--- src/rtl/rdtag_rx.sv ---
module rdtag_rx #(
  parameter int PKT_BYTES  = 256,
  parameter int SINGLE_WIN = 8,
  parameter int BLOCK_WIN  = 100,
  parameter int LENW       = 16
) (
  input  logic            clk,
  input  logic            rst_n,
  input  logic            start,
  input  logic            single_rd,
  input  logic            clockless,
  input  logic            crc_on,
  input  logic [LENW-1:0] blk_len,
  input  logic            in_valid,
  input  logic [7:0]      in_byte,
  output logic            out_valid,
  output logic [7:0]      out_byte,
  output logic            done,
  output logic            miss_err,
  output logic            crc_err,
  output logic            busy
);

  localparam int MAXWIN = (SINGLE_WIN > BLOCK_WIN) ? SINGLE_WIN : BLOCK_WIN;
  localparam int HW = $clog2(MAXWIN + 1);
  localparam int PW = $clog2(PKT_BYTES + 1);
  localparam int SINGLE_BYTES = 4;

  typedef enum logic [2:0] {S_IDLE, S_HUNT, S_DATA, S_CRCH, S_CRCL} st_t;

  st_t             st;
  logic            is_single, chk;
  logic [LENW-1:0] rem;
  logic [PW-1:0]   pkt_left;
  logic [HW-1:0]   hunt_cnt;
  logic [15:0]     crc;
  logic [7:0]      crc_hi;

  function automatic logic [15:0] crc_step(input logic [15:0] c, input logic [7:0] d);
    logic [15:0] x;
    x = c;
    for (int i = 7; i >= 0; i--)
      x = (x[15] ^ d[i]) ? ({x[14:0], 1'b0} ^ 16'h1021) : {x[14:0], 1'b0};
    return x;
  endfunction

  wire tag_seen = (in_byte[7:4] == 4'hF);
  wire win_last = is_single ? (hunt_cnt == HW'(SINGLE_WIN - 1))
                            : (hunt_cnt == HW'(BLOCK_WIN - 1));
  wire [PW-1:0] first_pkt = is_single ? PW'(SINGLE_BYTES)
                          : ((rem > LENW'(PKT_BYTES)) ? PW'(PKT_BYTES) : PW'(rem));

  assign busy = (st != S_IDLE);

  always_ff @(posedge clk) begin
    if (!rst_n) begin
      st        <= S_IDLE;
      is_single <= 1'b0;
      chk       <= 1'b0;
      rem       <= '0;
      pkt_left  <= '0;
      hunt_cnt  <= '0;
      crc       <= 16'hFFFF;
      crc_hi    <= 8'h00;
      out_valid <= 1'b0;
      out_byte  <= 8'h00;
      done      <= 1'b0;
      miss_err  <= 1'b0;
      crc_err   <= 1'b0;
    end else begin
      out_valid <= 1'b0;
      done      <= 1'b0;
      miss_err  <= 1'b0;
      crc_err   <= 1'b0;
      case (st)
        S_IDLE: if (start) begin
          is_single <= single_rd;
          chk       <= crc_on && !(single_rd && clockless);
          rem       <= single_rd ? LENW'(SINGLE_BYTES) : blk_len;
          hunt_cnt  <= '0;
          if (!single_rd && blk_len == '0) done <= 1'b1;
          else                             st   <= S_HUNT;
        end
        S_HUNT: if (in_valid) begin
          if (tag_seen) begin
            st       <= S_DATA;
            pkt_left <= first_pkt;
            crc      <= 16'hFFFF;
          end else if (win_last) begin
            miss_err <= 1'b1;
            st       <= S_IDLE;
          end else begin
            hunt_cnt <= hunt_cnt + 1'b1;
          end
        end
        S_DATA: if (in_valid) begin
          out_valid <= 1'b1;
          out_byte  <= in_byte;
          crc       <= crc_step(crc, in_byte);
          rem       <= rem - 1'b1;
          pkt_left  <= pkt_left - 1'b1;
          if (pkt_left == PW'(1)) begin
            hunt_cnt <= '0;
            if (chk)                    st <= S_CRCH;
            else if (rem == LENW'(1)) begin
              done <= 1'b1;
              st   <= S_IDLE;
            end else                    st <= S_HUNT;
          end
        end
        S_CRCH: if (in_valid) begin
          crc_hi <= in_byte;
          st     <= S_CRCL;
        end
        S_CRCL: if (in_valid) begin
          if ({crc_hi, in_byte} != crc) begin
            crc_err <= 1'b1;
            st      <= S_IDLE;
          end else if (rem == '0) begin
            done <= 1'b1;
            st   <= S_IDLE;
          end else begin
            st <= S_HUNT;
          end
        end
        default: st <= S_IDLE;
      endcase
    end
  end

  a_r9_single_outcome: assert property (@(posedge clk) disable iff (!rst_n)
    $onehot0({done, miss_err, crc_err}));

  a_r9_idle_at_end: assert property (@(posedge clk) disable iff (!rst_n)
    (done || miss_err || crc_err) |-> !busy);

  a_r2_valid_from_payload: assert property (@(posedge clk) disable iff (!rst_n)
    out_valid |-> $past(st == S_DATA && in_valid));

  a_r3_miss_from_search: assert property (@(posedge clk) disable iff (!rst_n)
    miss_err |-> $past(st == S_HUNT && in_valid && !tag_seen));

  a_r7_crcerr_from_low_byte: assert property (@(posedge clk) disable iff (!rst_n)
    crc_err |-> $past(st == S_CRCL && in_valid));

  a_r10_start_ignored_busy: assert property (@(posedge clk) disable iff (!rst_n)
    (st == S_HUNT && start && !in_valid) |=> (st == S_HUNT && $stable(rem)));

endmodule

--- config.mk ---
export PLATFORM = sky130hd
export DESIGN_NAME = rdtag_rx
export DESIGN_NICKNAME = d
export VERILOG_FILES = /design/src/rtl/rdtag_rx.sv
export SDC_FILE = /design/constraint.sdc
export NUM_CORES = 1
export LEC_CHECK = 0
export ABC_AREA = 1
export BUFFER_PORTS_ARGS = -buffer_cell sky130_fd_sc_hd__buf_4
export CAP_MARGIN = 30
export CELL_PAD_IN_SITES_DETAIL_PLACEMENT = 0
export CELL_PAD_IN_SITES_GLOBAL_PLACEMENT = 2
export CORE_ASPECT_RATIO = 1.75
export CORE_UTILIZATION = 35
export DETAILED_ROUTE_END_ITERATION = 10
export PLACE_DENSITY_LB_ADDON = 0.1
export SLEW_MARGIN = 20
export SYNTH_ARGS = -nofsm -noshare
export SYNTH_HDL_FRONTEND = slang
export SYNTH_SLANG_ARGS = --single-unit
--- constraint.sdc ---
create_clock -name clk -period 2.55 [get_ports clk]
set_input_delay 0.255 -clock clk [delete_from_list [all_inputs] [get_ports clk]]
set_output_delay 0.255 -clock clk [all_outputs]
set_load 0.01 [all_outputs]
After elaboration in Yosys (flattened, before gate mapping)
Index checks and enable logic that the tools add are counted.
{"block": "totals", "output_inout_bits": 13, "regBits": 73, "wordCells": 136, "in_bits": 31}
{"block": "classes", "order_cmp": 1, "muxes": 57, "eq_ne": 21, "add_sub_neg": 3, "bitwise_logic": 19, "reduce_logical": 22}
{"op": "$mux 13", "count": 8}
{"op": "$mux 16", "count": 6}
{"op": "$pmux 16 s2", "count": 2}
{"op": "$mux 9", "count": 5}
{"op": "$mux 7", "count": 6}
{"op": "$logic_not 16->1", "count": 2}
{"op": "$mux 3", "count": 9}
{"op": "$not 3->3", "count": 8}
{"op": "$pmux 7 s3", "count": 1}
{"op": "$ne 2x2->1 const B", "count": 10}
{"op": "$pmux 9 s2", "count": 1}
{"op": "$eq 16x1->1 const B", "count": 1}
{"op": "$gt 16x9->1 const B", "count": 1}
{"op": "$mux 1", "count": 16}
{"op": "$ne 16x16->1", "count": 1}
{"op": "$sub 16x1->16 const B", "count": 1}
{"op": "$pmux 3 s5", "count": 1}
{"op": "$eq 9x1->1 const B", "count": 1}
{"op": "$sub 9x1->9 const B", "count": 1}
{"op": "$reduce_and 2->1", "count": 4}
{"op": "$reduce_and 8->1", "count": 1}
{"op": "$xor 1x1->1", "count": 8}
{"op": "$add 7x1->7 const B", "count": 1}
{"op": "$eq 7x3->1 const B", "count": 1}
{"op": "other kinds (18)", "count": 27}

Logic depth before layout (Yosys ltp)
Gate-level depths: netlist of the first run.
{"block": "depth", "ltp_word": 18, "depth_mapped": 11, "ltp_nobuf": 11}

Worst setup path before layout of the first run
No wires, ideal clock.
{"block": "synth_timing", "kind": "reg-to-reg", "from": "reg hunt_cnt[0]", "to": "reg hunt_cnt[0]", "required_time_ns": 2.479, "n_path_buf": 0, "path_stages_with_launch": 9, "slack_ns": 1.088, "synth_period_minus_slack_ns": 1.462, "t_arrival_ns": 1.391, "path_cell_list": "dfxtp_1 ha_1 nor3b_1 nand3_1 nor2_1 nor2_1 nand2_2 nand2_1 a21oi_1"}
{"block": "synth_via", "elab_chain_cells": 5}
{"item": "from (decl)", "line": "35", "text": "logic [HW-1:0] hunt_cnt;"}
{"item": "from (signal assigned)", "line": "93", "text": "hunt_cnt <= hunt_cnt + 1'b1;"}
{"item": "$add 7x1->7", "line": "93"}
{"item": "$mux 7", "line": "89", "text": "end else if (win_last) begin"}
{"item": "$mux 7", "line": "85", "text": "if (tag_seen) begin"}
{"item": "$mux 7", "line": "84", "text": "S_HUNT: if (in_valid) begin"}
{"item": "$pmux 7 s3", "line": "75", "text": "case (st)"}
Several ways; a longest one is shown, not always the timed one. The select of a mux whose other input is x is not followed.
A chain may end at the register's enable or synchronous reset.

Worst setup path after layout of the first run
{"block": "layout_timing", "from": "reg st[0]", "to": "reg done"}
{"block": "layout_via", "elab_chain_cells": 2}
{"item": "from (decl)", "line": "31", "text": "st_t st;"}
{"item": "from (signal assigned)", "line": "57", "text": "st <= S_IDLE;"}
{"item": "from (signal assigned)", "line": "82", "text": "else st <= S_HUNT;"}
{"item": "from (signal assigned)", "line": "86", "text": "st <= S_DATA;"}
{"item": "$eq 3x3->1, or another cell as far along", "line": "75"}
{"item": "$pmux 1 s3 *", "line": "75"}
{"item": "to (signal assigned)", "line": "67", "text": "done <= 1'b0;"}
{"item": "to (signal assigned)", "line": "72", "text": "done <= 1'b0;"}
{"item": "to (signal assigned)", "line": "81", "text": "if (!single_rd && blk_len == '0) done <= 1'b1;"}
{"item": "to (decl)", "line": "18", "text": "output logic done,"}
Mark *: on every way between the ends. The rest lies on a longest branch, timed or not.

==> results_dict.tcl, run 1 <==
set metrics [dict create \
    diodes 0 \
    overflow 0 \
    start_kind "flop" \
    period_share_pct 81.1 \
    syn_nets 690 \
    clock_path_buffers 2 \
    hold_path.class "in2reg" \
    grt_pass1_vias 4101 \
    ys_warn_count 0 \
    syn_avg_cell_area_um2 6.68 \
    clk_latency_ns 0.35 \
    timing.hold.ws_ns 0.207 \
    seq_area_frac_synth_pct 33.4 \
    numCtsBuffers 9 \
    dieHeight_um 150 \
    wire_per_inst_um 15.6 \
    grt_start_max_net_pins 31 \
    finish.utilization_pct 42.5 \
    ys_seq_elements 73 \
    antenna_found_initial 0 \
    drt-total-wl_mm 13.4 \
    place_congestion 0.829 \
    final_cell_mix "nand2_1, nor2_1, dfxtp_1" \
    critPathMaxFanout 30 \
    post-route-min-period_ns 2.07 \
    synth_cell_type_count 40 \
    fmax_mhz 484 \
    groute.usage.overall_pct 21.8 \
    dp_hpwl_mm 10.1 \
    clock-sinks 73 \
    critPathBufInv 3 \
    layout-drive-gt1-share_pct 13.4 \
    firstDrtPassIters 4 \
    crit_top_cell "inv_2" \
    ctsResizeCount 0 \
    via_count 4275 \
    start_util_pct 36.2 \
    max-slew-margin-rel_pct 57.3 \
    cp.required_ns 2.83 \
    n_fill_cell 1325 \
    synthFlopType "dfxtp_1" \
    nets 726 \
    max-vdd-ir-drop_mv 0.360 \
    end_kind "flop" \
    cp.arrival_ns 2.34 \
    die_area_um2 13000 \
    cts_tree "yes" \
    synthArstFlopShare_pct 0 \
    synth_edf_count 0 \
    run_status "finished, final reports clean" \
    postSynthCellCount 654 \
    rows 53 \
    slowest_stage "nor2_4" \
    power.leakage_nw 2.22 \
    layout_commonest_cell "nand2_1" \
    clk_pin_slew_ns 0.06 \
    hold_violations 0 \
    core_area_um2 12100 \
    cpPeakStageDelay_ns 0.44 \
    cp_top_family "simple AND/OR/NAND/NOR gates" \
    ios 44 \
    htree_levels 3 \
    report.final.slew_viol_count 0 \
    syn_to_final_growth_pct 17.3 \
    postCtsHoldBufs 0 \
    drc 0 \
    finalSetupViolCount 0 \
    crit_chain "inv_2 > nand2_4 > inv_2 > nand2_4 > nor2_4 > inv_2 > nor2_1 > nand2_1 > nand2_1 > nand3_1 > a21oi_1" \
    postCtsSetupBuffers 0 \
    maxCapViolCount 0 \
    p_per_area_nw_per_um2 652 \
    clock-root-buffer "clkbuf_16" \
    drt-initial-drc-count 167 \
    vias_per_cell 4.97 \
    ant_nets 0 \
    synth_area_um2 4370 \
    rsz0062_at_grt "no" \
    fin_tns_setup_ns 0 \
    path_class "reg2reg" \
    grt_first_pass_wirelength_mm 20.9 \
    numPortBuffers 43 \
    finClkSkew_ns 0.00748 \
    tightest_slew_ns 0.635 \
    chipWidth_um 86.5 \
]
## layout make-up
type                            instances  area (um^2)  share of cell area, %
Multi-Input combinational cell        481         2470                   48.3
Sequential cell                        73         1460                   28.5
Timing Repair Buffer                   48          360                   7.03
Inverter                               77          292                   5.69
Clock buffer                           10          239                   4.66
Tap cell                              165          206                   4.03
Clock inverter                          6         91.3                   1.78
## logic make-up after synthesis
| family | after synthesis | share of synthesized area [%] |
|---|---|---|
| adders and majority gates | 5 | 1.43 |
| AOI/OAI and AO/OA | 151 | 19.1 |
| buffers and inverters | 100 | 9.99 |
| DFF | 73 | 33.4 |
| xor gates and xnor gates | 34 | 6.82 |
| and+or+nand+nor | 291 | 29.2 |
## path summary, 6_finish.rpt
path              slack, ns                      to              startpoint  cells after the start
setup / recovery       0.48         done$_SDFF_PN0_      st[0]$_SDFFE_PN0P_                     11
hold / removal         0.21     miss_err$_SDFF_PP0_                in_valid                      3
setup reg to reg       0.48         done$_SDFF_PN0_      st[0]$_SDFFE_PN0P_                     11
hold reg to reg        0.46  crc_hi[4]$_SDFFE_PN0P_  crc_hi[4]$_SDFFE_PN0P_                      2
## registers in the layout (all words and copies together), names as in the netlist
name and count:
crc 16, crc_hi 8, hunt_cnt 7, st 3, out_byte 8, miss_err 1, chk 1, pkt_left 9
crc_err 1, done 1, rem 16, is_single 1, out_valid 1
## routing by layer
layer	track usage [%]	vias to the layer above	wire (um)
met5	0	-	0
met4	12.5	0	594
met3	3.03	28	311
met2	41.9	88	7360
met1	21.7	1957	5110
li1	-	2202	-
## power breakdown
group / internal [mW] / switching [mW]
logic: 0.225 / 0.447
clock network: 0.885 / 0.536
registers: 1.19 / 0.0562
total: 2.30 / 1.04
## cell usage after synthesis, types with 3 or more instances
cell	count	area, um^2
inv_2	9	33.8
a21oi_1	51	255
xor2_1	14	123
nor3_1	9	45.0
o211ai_1	5	37.5
nand3_1	39	195
xnor2_1	20	175
nand2_1	137	514
nand2_2	3	18.8
buf_4	4	30.0
a31oi_1	11	68.8
o22ai_1	6	37.5
nor3b_1	3	22.5
nor2_4	3	33.8
ha_1	5	62.6
clkbuf_1	9	33.8
dfxtp_1	73	1460
buf_6	5	56.3
o21ai_0	57	285
o21ai_1	11	55.1
nand4_1	4	25.0
buf_2	5	25.0
inv_1	67	251
nor2_1	84	315
## through the flow
step	instance area (um^2)	setup slack (ns)	power [mW]	instances
global placement	4790	0.504	1.95	844
detailed placement	4790	0.474	1.95	844
floorplan	4370	1.09	1.73	654
CTS	5120	0.446	3.38	860
finish	5120	0.482	3.34	860
global route	5120	0.315	3.51	860
## worst min-delay path, stage by stage
cell     delay [ns]
buf_4          0.14
nand3_1        0.08
nor2_1         0.04
(Power assumes the default switching activity.)
==> run 2: changes to the inputs <==
CORE_UTILIZATION = 30   (was 35)
clock period = 1.7 ns   (was 2.55 ns; I/O delays follow)
==> run 2 against run 1 <==
Against the previous run:
- non-clock buffer count increased by 49
- sequential power increased by 50%
- design area increased by 8.7%
- register-to-register slack got worse by 0.36 ns
- core utilization decreased by 3.5 points
- sequential share of layout area decreased by 2.2 points
- clock-buffer cell count unchanged
- maximum frequency increased by 31%
- clock power increased by 22%
==> results_dict.tcl, run 2 (synthesis results as in run 1) <==
set metrics [dict create \
    ant_nets 0 \
    post-route-min-period_ns 1.58 \
    combPwrFrac_pct 26.1 \
    finalSetupViolCount 0 \
    hold_violations 0 \
    rsz0062_at_grt "yes" \
    dr_wl_met3_um 371 \
    end_kind "flop" \
    clock-root-buffer "clkbuf_16" \
    final_cell_area_um2 5570 \
    maxCapViolCount 0 \
    tightest_slew_ns 0.568 \
    p_per_area_nw_per_um2 875 \
    drc 0 \
    max-vdd-ir-drop_mv 0.398 \
    start_kind "flop" \
    drt-initial-drc-count 184 \
    syn_to_final_growth_pct 27.5 \
    numPortBuffers 43 \
    post-place-cells 907 \
    clk_pin_slew_ns 0.06 \
    route.layer.met1.wl_mm 5.44 \
    clk_latency_ns 0.33 \
    sw_frac_of_total_pct 32.9 \
    nets 775 \
    place_congestion 0.887 \
    fmax_mhz 633 \
    clock-sinks 73 \
    net-switching-power_mw 1.60 \
    grt_start_max_net_pins 28 \
    firstDrtPassIters 5 \
    rows 58 \
    clockPowerShare_pct 35.5 \
    timing.hold.ws_ns 0.133 \
    cp.required_ns 1.90 \
    antenna_found_initial 0 \
    report.final.slew_viol_count 0 \
    cts_tree "yes" \
    finish.utilization_pct 39.0 \
    wire_per_inst_um 16.3 \
    dr_wl_met2_mm 8.62 \
    die_area_um2 15100 \
    grt_first_pass_wirelength_mm 23.7 \
    dpl-instance-area_um2 5240 \
    max-slew-margin-rel_pct 61.8 \
    htree_levels 3 \
    reg.largest.list "crc x16, rem x16, pkt_left x9" \
    clock_path_buffers 2 \
    dp_hpwl_mm 11.9 \
    overflow 0 \
    grt_pass1_vias 4578 \
    final_cells 924 \
    fin_tns_setup_ns 0 \
    dieHeight_um 162 \
    ios 44 \
    via_count 4488 \
    final_cell_mix "nand2_1, buf_4, nor2_1" \
    p_seq_share_pct 38.4 \
    critPathMaxFanout 6 \
    power.leakage_nw 2.47 \
    n_fill_cell 1524 \
    run_status "finished, final reports clean" \
    diodes 0 \
    top_layer_used "met4" \
    chipWidth_um 93.2 \
    finClkSkew_ns 0.00742 \
    vias_per_cell 4.86 \
    period_share_pct 92.9 \
    start_util_pct 30.6 \
    drt-total-wl_mm 15.1 \
    layout_commonest_cell "nand2_1" \
    layout-drive-gt1-share_pct 21.5 \
    hold_path.class "in2reg" \
    groute.usage.overall_pct 20.9 \
    path_class "reg2reg" \
    core_area_um2 14300 \
    p_int_mw 3.27 \
    numCtsBuffers 9 \
    cp.arrival_ns 1.78 \
]
==> run 2: cell count changes in the layout (fill, tap and decap cells not counted), sizes merged <==
cell / change
bufinv: -2
buf: +49
clkinvlp: -1
clkinv: +3
==> run 2: power groups by stage <==
stage	Clock [mW]	Combinational (mW)	Sequential, mW
after floorplan	0	0.720	1.88
after global placement	0	1.24	1.90
after detailed placement	0	1.25	1.90
after CTS	1.80	1.26	1.87
after global routing	1.86	1.41	1.88
final	1.73	1.27	1.87
==> run 2: worst paths after layout <==
kind,slack (ns),depth (start not counted),end,start
max,0.12,8,crc[8]$_SDFFE_PN1P_,st[2]$_SDFFE_PN0P_
max reg2reg,0.12,8,crc[8]$_SDFFE_PN1P_,st[2]$_SDFFE_PN0P_
min,0.13,3,out_byte[1]$_SDFFE_PN0P_,in_byte[1]
min reg2reg,0.46,2,crc_hi[7]$_SDFFE_PN0P_,crc_hi[7]$_SDFFE_PN0P_
==> run 2: metrics by stage <==
step,setup WS (ns),total power [mW]
after floorplan,0.238,2.60
after global placement,0.00247,3.15
after detailed placement,-0.00236,3.15
after CTS,0.0141,4.92
after global routing,-0.0141,5.15
final,0.120,4.88
==> run 2: layout make-up <==
type	instances	area, um^2	area share [%]
Multi-Input combinational cell	481	2530	45.4
Sequential cell	73	1470	26.3
Timing Repair Buffer	97	791	14.2
Inverter	77	294	5.28
Clock buffer	10	229	4.11
Tap cell	180	225	4.04
Clock inverter	6	35.0	0.629
==> run 2: worst max-delay path: stages, from the launching register on <==
cell	delay [ns]
dfxtp_1	0.32
inv_2	0.11
nand2_4	0.09
nor2_4	0.20
buf_12	0.16
o21ai_0	0.07
o21ai_0	0.25
buf_4	0.17
o211ai_1	0.07
==> run 2: timing repair <==
item	in CTS	in global routing
resized for setup	2	20
setup buffers	0	1
hold buffers	0	0
pin swaps	0	4
endpoints found under the setup margin	3	24
==> run 2: routing by layer <==
layer / GRT usage, % / vias up
met4: 11.2 / 0
met5: 0 / -
met3: 2.35 / 30
li1: - / 2299
met1: 20.1 / 2058
met2: 41.7 / 101
